**config.mk**
```make
export PLATFORM = sky130hd
export DESIGN_NAME = eff_addr_unit
export DESIGN_NICKNAME = d
export VERILOG_FILES = /design/src/rtl/eau_pkg.sv /design/src/rtl/eau_arith.sv /design/src/rtl/eau_ptr_fetch.sv /design/src/rtl/eau_result_reg.sv /design/src/rtl/eff_addr_unit.sv
export SDC_FILE = /design/constraint.sdc
export NUM_CORES = 1
export LEC_CHECK = 0
export ABC_AREA = 0
export BUFFER_PORTS_ARGS = -buffer_cell sky130_fd_sc_hd__buf_4
export CORE_AREA = 10 10 159 161
export CTS_CLUSTER_SIZE = 24
export DETAILED_ROUTE_END_ITERATION = 8
export DIE_AREA = 0 0 169 171
export HOLD_SLACK_MARGIN = 0.03
export PLACE_DENSITY = 0.67
export SLEW_MARGIN = 10
export SYNTH_ARGS = -nofsm -noshare
export SYNTH_HDL_FRONTEND = slang
export SYNTH_HIERARCHICAL = 1
export SYNTH_SLANG_ARGS = --single-unit
```
**constraint.sdc**
```tcl
create_clock -name clk -period 3.25 [get_ports clk]
set_input_delay 0.1625 -clock clk [delete_from_list [all_inputs] [get_ports clk]]
set_output_delay 0.1625 -clock clk [all_outputs]
set_load 0.02 [all_outputs]
```
**src/rtl/eau_pkg.sv**
```systemverilog
package eau_pkg;
  localparam int BYTE_W = 8;
  localparam int OFS_W  = 2 * BYTE_W;
  localparam int BANK_W = BYTE_W;
  localparam int ADDR_W = OFS_W + BANK_W;
  localparam int MODE_W = 3;

  typedef enum logic [MODE_W-1:0] {
    EA_ABS_X    = 3'd0,
    EA_ABS_Y    = 3'd1,
    EA_LONG_X   = 3'd2,
    EA_BR_SHORT = 3'd3,
    EA_BR_LONG  = 3'd4,
    EA_PUSH_REL = 3'd5,
    EA_IND      = 3'd6,
    EA_IND_LONG = 3'd7
  } ea_mode_e;

  typedef struct packed {
    logic [ADDR_W-1:0] ea;
    logic [OFS_W-1:0]  pc;
    logic [BANK_W-1:0] pbank;
    logic [OFS_W-1:0]  push_val;
    logic              push;
  } ea_result_t;
endpackage

```
**src/rtl/eau_arith.sv**
```systemverilog
module eau_arith
  import eau_pkg::*;
(
  input  logic [MODE_W-1:0] mode,
  input  logic [BYTE_W-1:0] op_lo,
  input  logic [BYTE_W-1:0] op_hi,
  input  logic [BYTE_W-1:0] op_bank,
  input  logic [OFS_W-1:0]  idx_x,
  input  logic [OFS_W-1:0]  idx_y,
  input  logic [BANK_W-1:0] dbank,
  input  logic [BANK_W-1:0] pbank,
  input  logic [OFS_W-1:0]  pc_next,
  input  logic              cond,
  output ea_result_t        res
);
  localparam int EXT_W = OFS_W - BYTE_W;

  logic [OFS_W-1:0]  base;
  logic [OFS_W-1:0]  idx;
  logic [OFS_W-1:0]  sum_ofs;
  logic [OFS_W-1:0]  short_ofs;
  logic [OFS_W-1:0]  br_short;
  logic [OFS_W-1:0]  br_long;
  logic [ADDR_W-1:0] long_sum;

  always_comb begin
    base      = {op_hi, op_lo};
    idx       = (ea_mode_e'(mode) == EA_ABS_Y) ? idx_y : idx_x;
    sum_ofs   = base + idx;
    long_sum  = {op_bank, base} + ADDR_W'(idx_x);
    short_ofs = {{EXT_W{op_lo[BYTE_W-1]}}, op_lo};
    br_short  = pc_next + short_ofs;
    br_long   = pc_next + base;

    res          = '0;
    res.pc       = pc_next;
    res.pbank    = pbank;
    res.ea       = {pbank, pc_next};
    case (ea_mode_e'(mode))
      EA_ABS_X, EA_ABS_Y: res.ea = {dbank, sum_ofs};
      EA_LONG_X:          res.ea = long_sum;
      EA_BR_SHORT: begin
        if (cond) begin
          res.pc = br_short;
          res.ea = {pbank, br_short};
        end
      end
      EA_BR_LONG: begin
        res.pc = br_long;
        res.ea = {pbank, br_long};
      end
      EA_PUSH_REL: begin
        res.push     = 1'b1;
        res.push_val = br_long;
        res.ea       = {pbank, br_long};
      end
      default: ;
    endcase
  end
endmodule

```
**src/rtl/eau_ptr_fetch.sv**
```systemverilog
module eau_ptr_fetch
  import eau_pkg::*;
(
  input  logic              clk,
  input  logic              rst_n,
  input  logic              start,
  input  logic              long_in,
  input  logic [OFS_W-1:0]  ptr_in,
  output logic              mem_req,
  output logic [ADDR_W-1:0] mem_addr,
  input  logic              mem_valid,
  input  logic [BYTE_W-1:0] mem_data,
  output logic              busy,
  output logic              done,
  output logic [OFS_W-1:0]  pc_new,
  output logic              bank_loaded,
  output logic [BANK_W-1:0] bank_new
);
  localparam int NBYTES = 3;
  localparam int SEL_W  = $clog2(NBYTES);

  typedef enum logic [2:0] {PF_IDLE, PF_LO, PF_HI, PF_BK, PF_DONE} pf_state_e;

  pf_state_e        state_q, state_d;
  logic [OFS_W-1:0] ptr_q;
  logic             long_q;
  logic [SEL_W-1:0] sel;
  logic             beat;

  always_comb begin
    case (state_q)
      PF_HI:   sel = SEL_W'(1);
      PF_BK:   sel = SEL_W'(2);
      default: sel = '0;
    endcase
  end

  assign mem_req  = (state_q == PF_LO) || (state_q == PF_HI) || (state_q == PF_BK);
  assign mem_addr = {BANK_W'(0), ptr_q + OFS_W'(sel)};
  assign beat     = mem_req && mem_valid;
  assign busy     = (state_q != PF_IDLE);
  assign done     = (state_q == PF_DONE);

  always_comb begin
    state_d = state_q;
    case (state_q)
      PF_IDLE: if (start) state_d = PF_LO;
      PF_LO:   if (mem_valid) state_d = PF_HI;
      PF_HI:   if (mem_valid) state_d = long_q ? PF_BK : PF_DONE;
      PF_BK:   if (mem_valid) state_d = PF_DONE;
      default: state_d = PF_IDLE;
    endcase
  end

  always_ff @(posedge clk or negedge rst_n) begin
    if (!rst_n) begin
      state_q <= PF_IDLE;
      ptr_q   <= '0;
      long_q  <= 1'b0;
    end else begin
      state_q <= state_d;
      if (start && state_q == PF_IDLE) begin
        ptr_q  <= ptr_in;
        long_q <= long_in;
      end
    end
  end

  for (genvar i = 0; i < NBYTES; i++) begin : g_cap
    logic [BYTE_W-1:0] q;
    always_ff @(posedge clk or negedge rst_n) begin
      if (!rst_n)                          q <= '0;
      else if (beat && sel == SEL_W'(i))   q <= mem_data;
    end
  end

  assign pc_new      = {g_cap[1].q, g_cap[0].q};
  assign bank_new    = g_cap[2].q;
  assign bank_loaded = long_q;
endmodule

```
**src/rtl/eau_result_reg.sv**
```systemverilog
module eau_result_reg
  import eau_pkg::*;
(
  input  logic       clk,
  input  logic       rst_n,
  input  logic       load,
  input  ea_result_t load_data,
  input  logic       load_ind,
  input  logic       take,
  output logic       valid,
  output ea_result_t data,
  output logic       ind_pulse
);
  always_ff @(posedge clk or negedge rst_n) begin
    if (!rst_n) begin
      valid     <= 1'b0;
      data      <= '0;
      ind_pulse <= 1'b0;
    end else begin
      ind_pulse <= load && load_ind;
      if (load) begin
        valid <= 1'b1;
        data  <= load_data;
      end else if (take) begin
        valid <= 1'b0;
      end
    end
  end
endmodule

```
**src/rtl/eff_addr_unit.sv**
```systemverilog
module eff_addr_unit
  import eau_pkg::*;
(
  input  logic              clk,
  input  logic              rst_n,
  input  logic              req_valid,
  output logic              req_ready,
  input  logic [MODE_W-1:0] req_mode,
  input  logic [BYTE_W-1:0] req_op_lo,
  input  logic [BYTE_W-1:0] req_op_hi,
  input  logic [BYTE_W-1:0] req_op_bank,
  input  logic [OFS_W-1:0]  req_idx_x,
  input  logic [OFS_W-1:0]  req_idx_y,
  input  logic [BANK_W-1:0] req_dbank,
  input  logic [BANK_W-1:0] req_pbank,
  input  logic [OFS_W-1:0]  req_pc_next,
  input  logic              req_cond,
  output logic              res_valid,
  input  logic              res_ready,
  output logic [ADDR_W-1:0] res_ea,
  output logic [OFS_W-1:0]  res_pc,
  output logic [BANK_W-1:0] res_pbank,
  output logic [OFS_W-1:0]  res_push_val,
  output logic              res_push,
  output logic              ind_done,
  output logic              mem_req,
  output logic [ADDR_W-1:0] mem_addr,
  input  logic              mem_valid,
  input  logic [BYTE_W-1:0] mem_data
);
  ea_result_t        arith_res;
  ea_result_t        ind_res;
  ea_result_t        load_res;
  ea_result_t        out_res;
  logic              accept;
  logic              is_ind;
  logic              is_ind_long;
  logic              f_busy;
  logic              f_done;
  logic              f_bank_loaded;
  logic [OFS_W-1:0]  f_pc;
  logic [BANK_W-1:0] f_bank;
  logic [BANK_W-1:0] pbank_q;
  logic              load;

  assign is_ind      = (ea_mode_e'(req_mode) == EA_IND) || (ea_mode_e'(req_mode) == EA_IND_LONG);
  assign is_ind_long = (ea_mode_e'(req_mode) == EA_IND_LONG);
  assign req_ready   = !f_busy && (!res_valid || res_ready);
  assign accept      = req_valid && req_ready;

  eau_arith u_arith (
    .mode    (req_mode),
    .op_lo   (req_op_lo),
    .op_hi   (req_op_hi),
    .op_bank (req_op_bank),
    .idx_x   (req_idx_x),
    .idx_y   (req_idx_y),
    .dbank   (req_dbank),
    .pbank   (req_pbank),
    .pc_next (req_pc_next),
    .cond    (req_cond),
    .res     (arith_res)
  );

  eau_ptr_fetch u_fetch (
    .clk         (clk),
    .rst_n       (rst_n),
    .start       (accept && is_ind),
    .long_in     (is_ind_long),
    .ptr_in      ({req_op_hi, req_op_lo}),
    .mem_req     (mem_req),
    .mem_addr    (mem_addr),
    .mem_valid   (mem_valid),
    .mem_data    (mem_data),
    .busy        (f_busy),
    .done        (f_done),
    .pc_new      (f_pc),
    .bank_loaded (f_bank_loaded),
    .bank_new    (f_bank)
  );

  always_ff @(posedge clk or negedge rst_n) begin
    if (!rst_n)                 pbank_q <= '0;
    else if (accept && is_ind)  pbank_q <= req_pbank;
  end

  always_comb begin
    ind_res          = '0;
    ind_res.pc       = f_pc;
    ind_res.pbank    = f_bank_loaded ? f_bank : pbank_q;
    ind_res.ea       = {ind_res.pbank, f_pc};
  end

  assign load     = (accept && !is_ind) || f_done;
  assign load_res = f_done ? ind_res : arith_res;

  eau_result_reg u_out (
    .clk       (clk),
    .rst_n     (rst_n),
    .load      (load),
    .load_data (load_res),
    .load_ind  (f_done),
    .take      (res_ready),
    .valid     (res_valid),
    .data      (out_res),
    .ind_pulse (ind_done)
  );

  assign res_ea       = out_res.ea;
  assign res_pc       = out_res.pc;
  assign res_pbank    = out_res.pbank;
  assign res_push_val = out_res.push_val;
  assign res_push     = out_res.push;
endmodule

```
==> impl_metrics.toml <==
[clock_tree]
ctsRootBufferMaster = "clkbuf_16"
cts_sinks = 119
cts_buffers = 17
htree_levels = 4
cts_tree = "done"
clock_path_buffers = 2
insertion_delay_ns = 0.42
path_clk_slew_ns = 0.06

[floorplanning]
die_area_um2 = 28900
initial_utilization_pct = 44.3
ioPinCount = 198
die_x_um = 169
rows = 55
die_y_um = 171
core_area_um2 = 22200

[power_and_ir_drop]
leakage_nw = 6.22
power.density_nw_per_um2 = 699
peakVddDrop_mv = 0.567

[global_routing]
grt_pass1_wl_um = 51500
grt_pass1_vias = 9327
grt_max_degree = 81
overflow = 0
track_usage_pct = 22.5
antenna_found_initial = 0

[place]
gp_congestion = 0.944
dp_worst_setup_slack_ns = -0.538
post-dp-hpwl_um = 25900
io_buffers = 189
place_inst = 1569

[worst_setup_path]
reg2reg_slack_ns = 0.71
r2r_end = "u_fetch/ptr_q[0]$_DFFE_PN0P_"
crit_top_cell = "mux2_4"
crit_slowest_cell = "o41a_1"
crit_arrival_ns = 3.51
cp_top_family = "compound AO/OA/AOI/OAI gates"
path_max_fanout = 6
worstSetupEndpointType = "flip-flop"
endpoint = "u_out/data[55]$_DFFE_PN0P_"
crit_type = "in2reg"
path_cells = "buf_6, or2_4, nor2_4, buf_12, mux2_4, ha_4, inv_2, fa_2, nor2b_4, o2111ai_2, nand3_2, a41oi_2, o21bai_2, o41a_1, xor2_1, a221oi_2, a21oi_1, inv_1, o21ai_1, mux2_4"
startpoint = "req_mode[2]"
r2r_cells = 7
path_buf_inv = 4
cpPeakStageDelay_ns = 0.38
cp_num_cells = 20
required_ns = 3.55
crit_path_start_kind = "input pin"
reg2reg_from = "u_fetch/state_q[2]$_DFFE_PN0P_"

[sta]
slew_violations = 0
slew_headroom_pct = 51.7
clock.fmax_ghz = 0.311
finalClockSkew_ns = 0.00702
tightest_slew_ns = 0.724
rsz0062_at_grt = "true"
finalCritPeriodShare_pct = 98.8
final_hold_viol_count = 0
setup_viol = 0
setup_slack_ns = 0.0395
period_minus_slack_ns = 3.21

[job]
drv_cap = 0

[logic_synthesis]
netlist_area_um2 = 9840
synth_cell_type_count = 79
async_flop_share_pct = 100
synth_ff_type = "dfrtp_1"
syn_area_per_cell_um2 = 9.34
ys_warn_count = 6
ys_seq_area_share_pct = 30.3
syn-instance-count = 1053
ys_ff_latch = 119
synth-edff-count = 0

[route]
drtIter0Drc = 481
num_vias = 8983
drtAntennaViolNets = 0
wl_per_cell_um = 20.2
wl_um = 33000
drcViolationCount = 0
drt_first_pass_iters = 6
avgViaCountPerCell = 5.50

[final_layout]
num_antenna_cells = 0
drive_above_1_share_pct = 37.7
synthToLayoutAreaGrowth_pct = 34.4
fin_cells = 1634
fin_nets = 1504

[hold_path]
hp-class = "in2reg"

[run_status]
status = "completed"
[report_power, final]
part           internal, W  switching, W  leakage (nW)
clock network      0.00116      0.000760         0.281
logic              0.00235       0.00229          4.47
registers          0.00218      0.000502          1.47
[how the worst min path moves through the flow]
| stage | slack [ns] | endpoint | startpoint | cells past startpoint |
|---|---|---|---|---|
| finish | 0.08 | u_fetch/ptr_q[6]$_DFFE_PN0P_ | req_op_lo[6] | 2 |
| global route | 0.07 | u_fetch/ptr_q[6]$_DFFE_PN0P_ | req_op_lo[6] | 2 |
| CTS | 0.05 | u_fetch/ptr_q[6]$_DFFE_PN0P_ | req_op_lo[6] | 2 |
| detailed placement | 0.27 | u_fetch/ptr_q[1]$_DFFE_PN0P_ | rst_n | 1 |
| global placement | 0.26 | u_fetch/ptr_q[1]$_DFFE_PN0P_ | rst_n | 1 |
| floorplan | -0.13 | pbank_q[0]$_DFFE_PN0P_ | rst_n | 0 |
[cell usage after synthesis (7+ instances only)]
master	number	share of area, %
a21o_1	20	1.5
o22ai_1	9	0.57
mux2i_1	14	1.4
xor2_1	28	2.5
nor2_1	64	2.4
nor3_1	15	0.76
nand3_1	14	0.71
a211oi_1	12	0.92
nand2_1	99	3.8
a21oi_1	58	3.0
ha_1	59	7.5
xnor2_1	41	3.6
mux2_2	94	11
mux2_4	34	5.2
buf_4	18	1.4
nor2b_1	26	1.7
and3_1	7	0.45
dfrtp_1	119	30
o21ai_0	76	3.9
o21a_1	25	1.9
clkbuf_1	26	0.99
and2_1	10	0.64
inv_1	54	2.1
nand2b_1	11	0.70
[placed cells by master (no fill, tap or decap), types with 14 or more instances in the layout]
cell	instances
a21o_1	19
dfrtp_1	119
nand2_1	99
clkbuf_16	17
ha_1	54
xor2_1	28
nor2b_1	23
o21ai_0	69
inv_1	53
xnor2_1	40
mux2i_1	14
buf_4	280
mux2_2	91
a21oi_1	53
dlygate4sd3_1	28
mux2_4	37
o21a_1	25
nor2_1	63
[per-layer routing]
layer	up-vias	GRT usage, %	share of wire [%]
li1	4308	-	-
met1	4330	27.4	43
met2	282	38.1	48
met3	63	5.18	6.0
met4	0	8.11	2.9
met5	-	0	0
[logic make-up (layout without fill, tap and decap cells)]
logic type                 count (synthesis)  in the layout  synth area share [%]
xor gates and xnor gates                  69             69                  6.14
adders and majority gates                 63             63                  8.32
and+or+nand+nor                          274            274                  13.8
muxes                                    143            143                  17.6
AOI/OAI and AO/OA                        272            272                  18.4
DFF                                      119            119                  30.3
other                                      1              8                0.0381
buffers and inverters                    112            401                  5.51
[flip-flops by register name, summed over array words and instances, names as in the netlist]
| name | count |
|---|---|
| u_fetch/bank_loaded | 1 |
| u_fetch/bank_new | 8 |
| u_out/data | 65 |
| u_out/valid | 1 |
| pbank_q | 8 |
| u_out/ind_pulse | 1 |
| u_fetch/state_q | 3 |
| u_fetch/g_cap.q | 16 |
| u_fetch/ptr_q | 16 |
[what timing repair did]
item / in CTS / in global routing
pin swaps: 10 / 21
gates resized for setup: 4 / 35
setup buffers: 1 / 3
hold buffers: 29 / 0
endpoints found under the setup margin: 3 / 19
hold endpoints to repair: 93 / 0
[per-stage QoR]
step                instance area (µm²)  power (W)  hold WS, ns  setup TNS, ns  util, %
finish                            13200    0.00925       0.0795              0     59.5
global route                      13200    0.00979       0.0750         -0.161     59.5
CTS                               13000    0.00927       0.0514              0     58.7
detailed placement                12100    0.00728        0.265          -2.83     54.6
global placement                  12100    0.00721        0.262          -2.33     54.6
floorplan                          9970    0.00553       -0.133         -0.900        -
[layout make-up]
cell class                      instances  area, µm²
Fill cell                            1973       9000
Multi-Input combinational cell        829       6610
Sequential cell                       119       2980
Timing Repair Buffer                  315       2490
Clock buffer                           19        443
Tap cell                              285        357
Inverter                               54        203
Clock inverter                         13        148
Power figures use the tool's default switching activity.
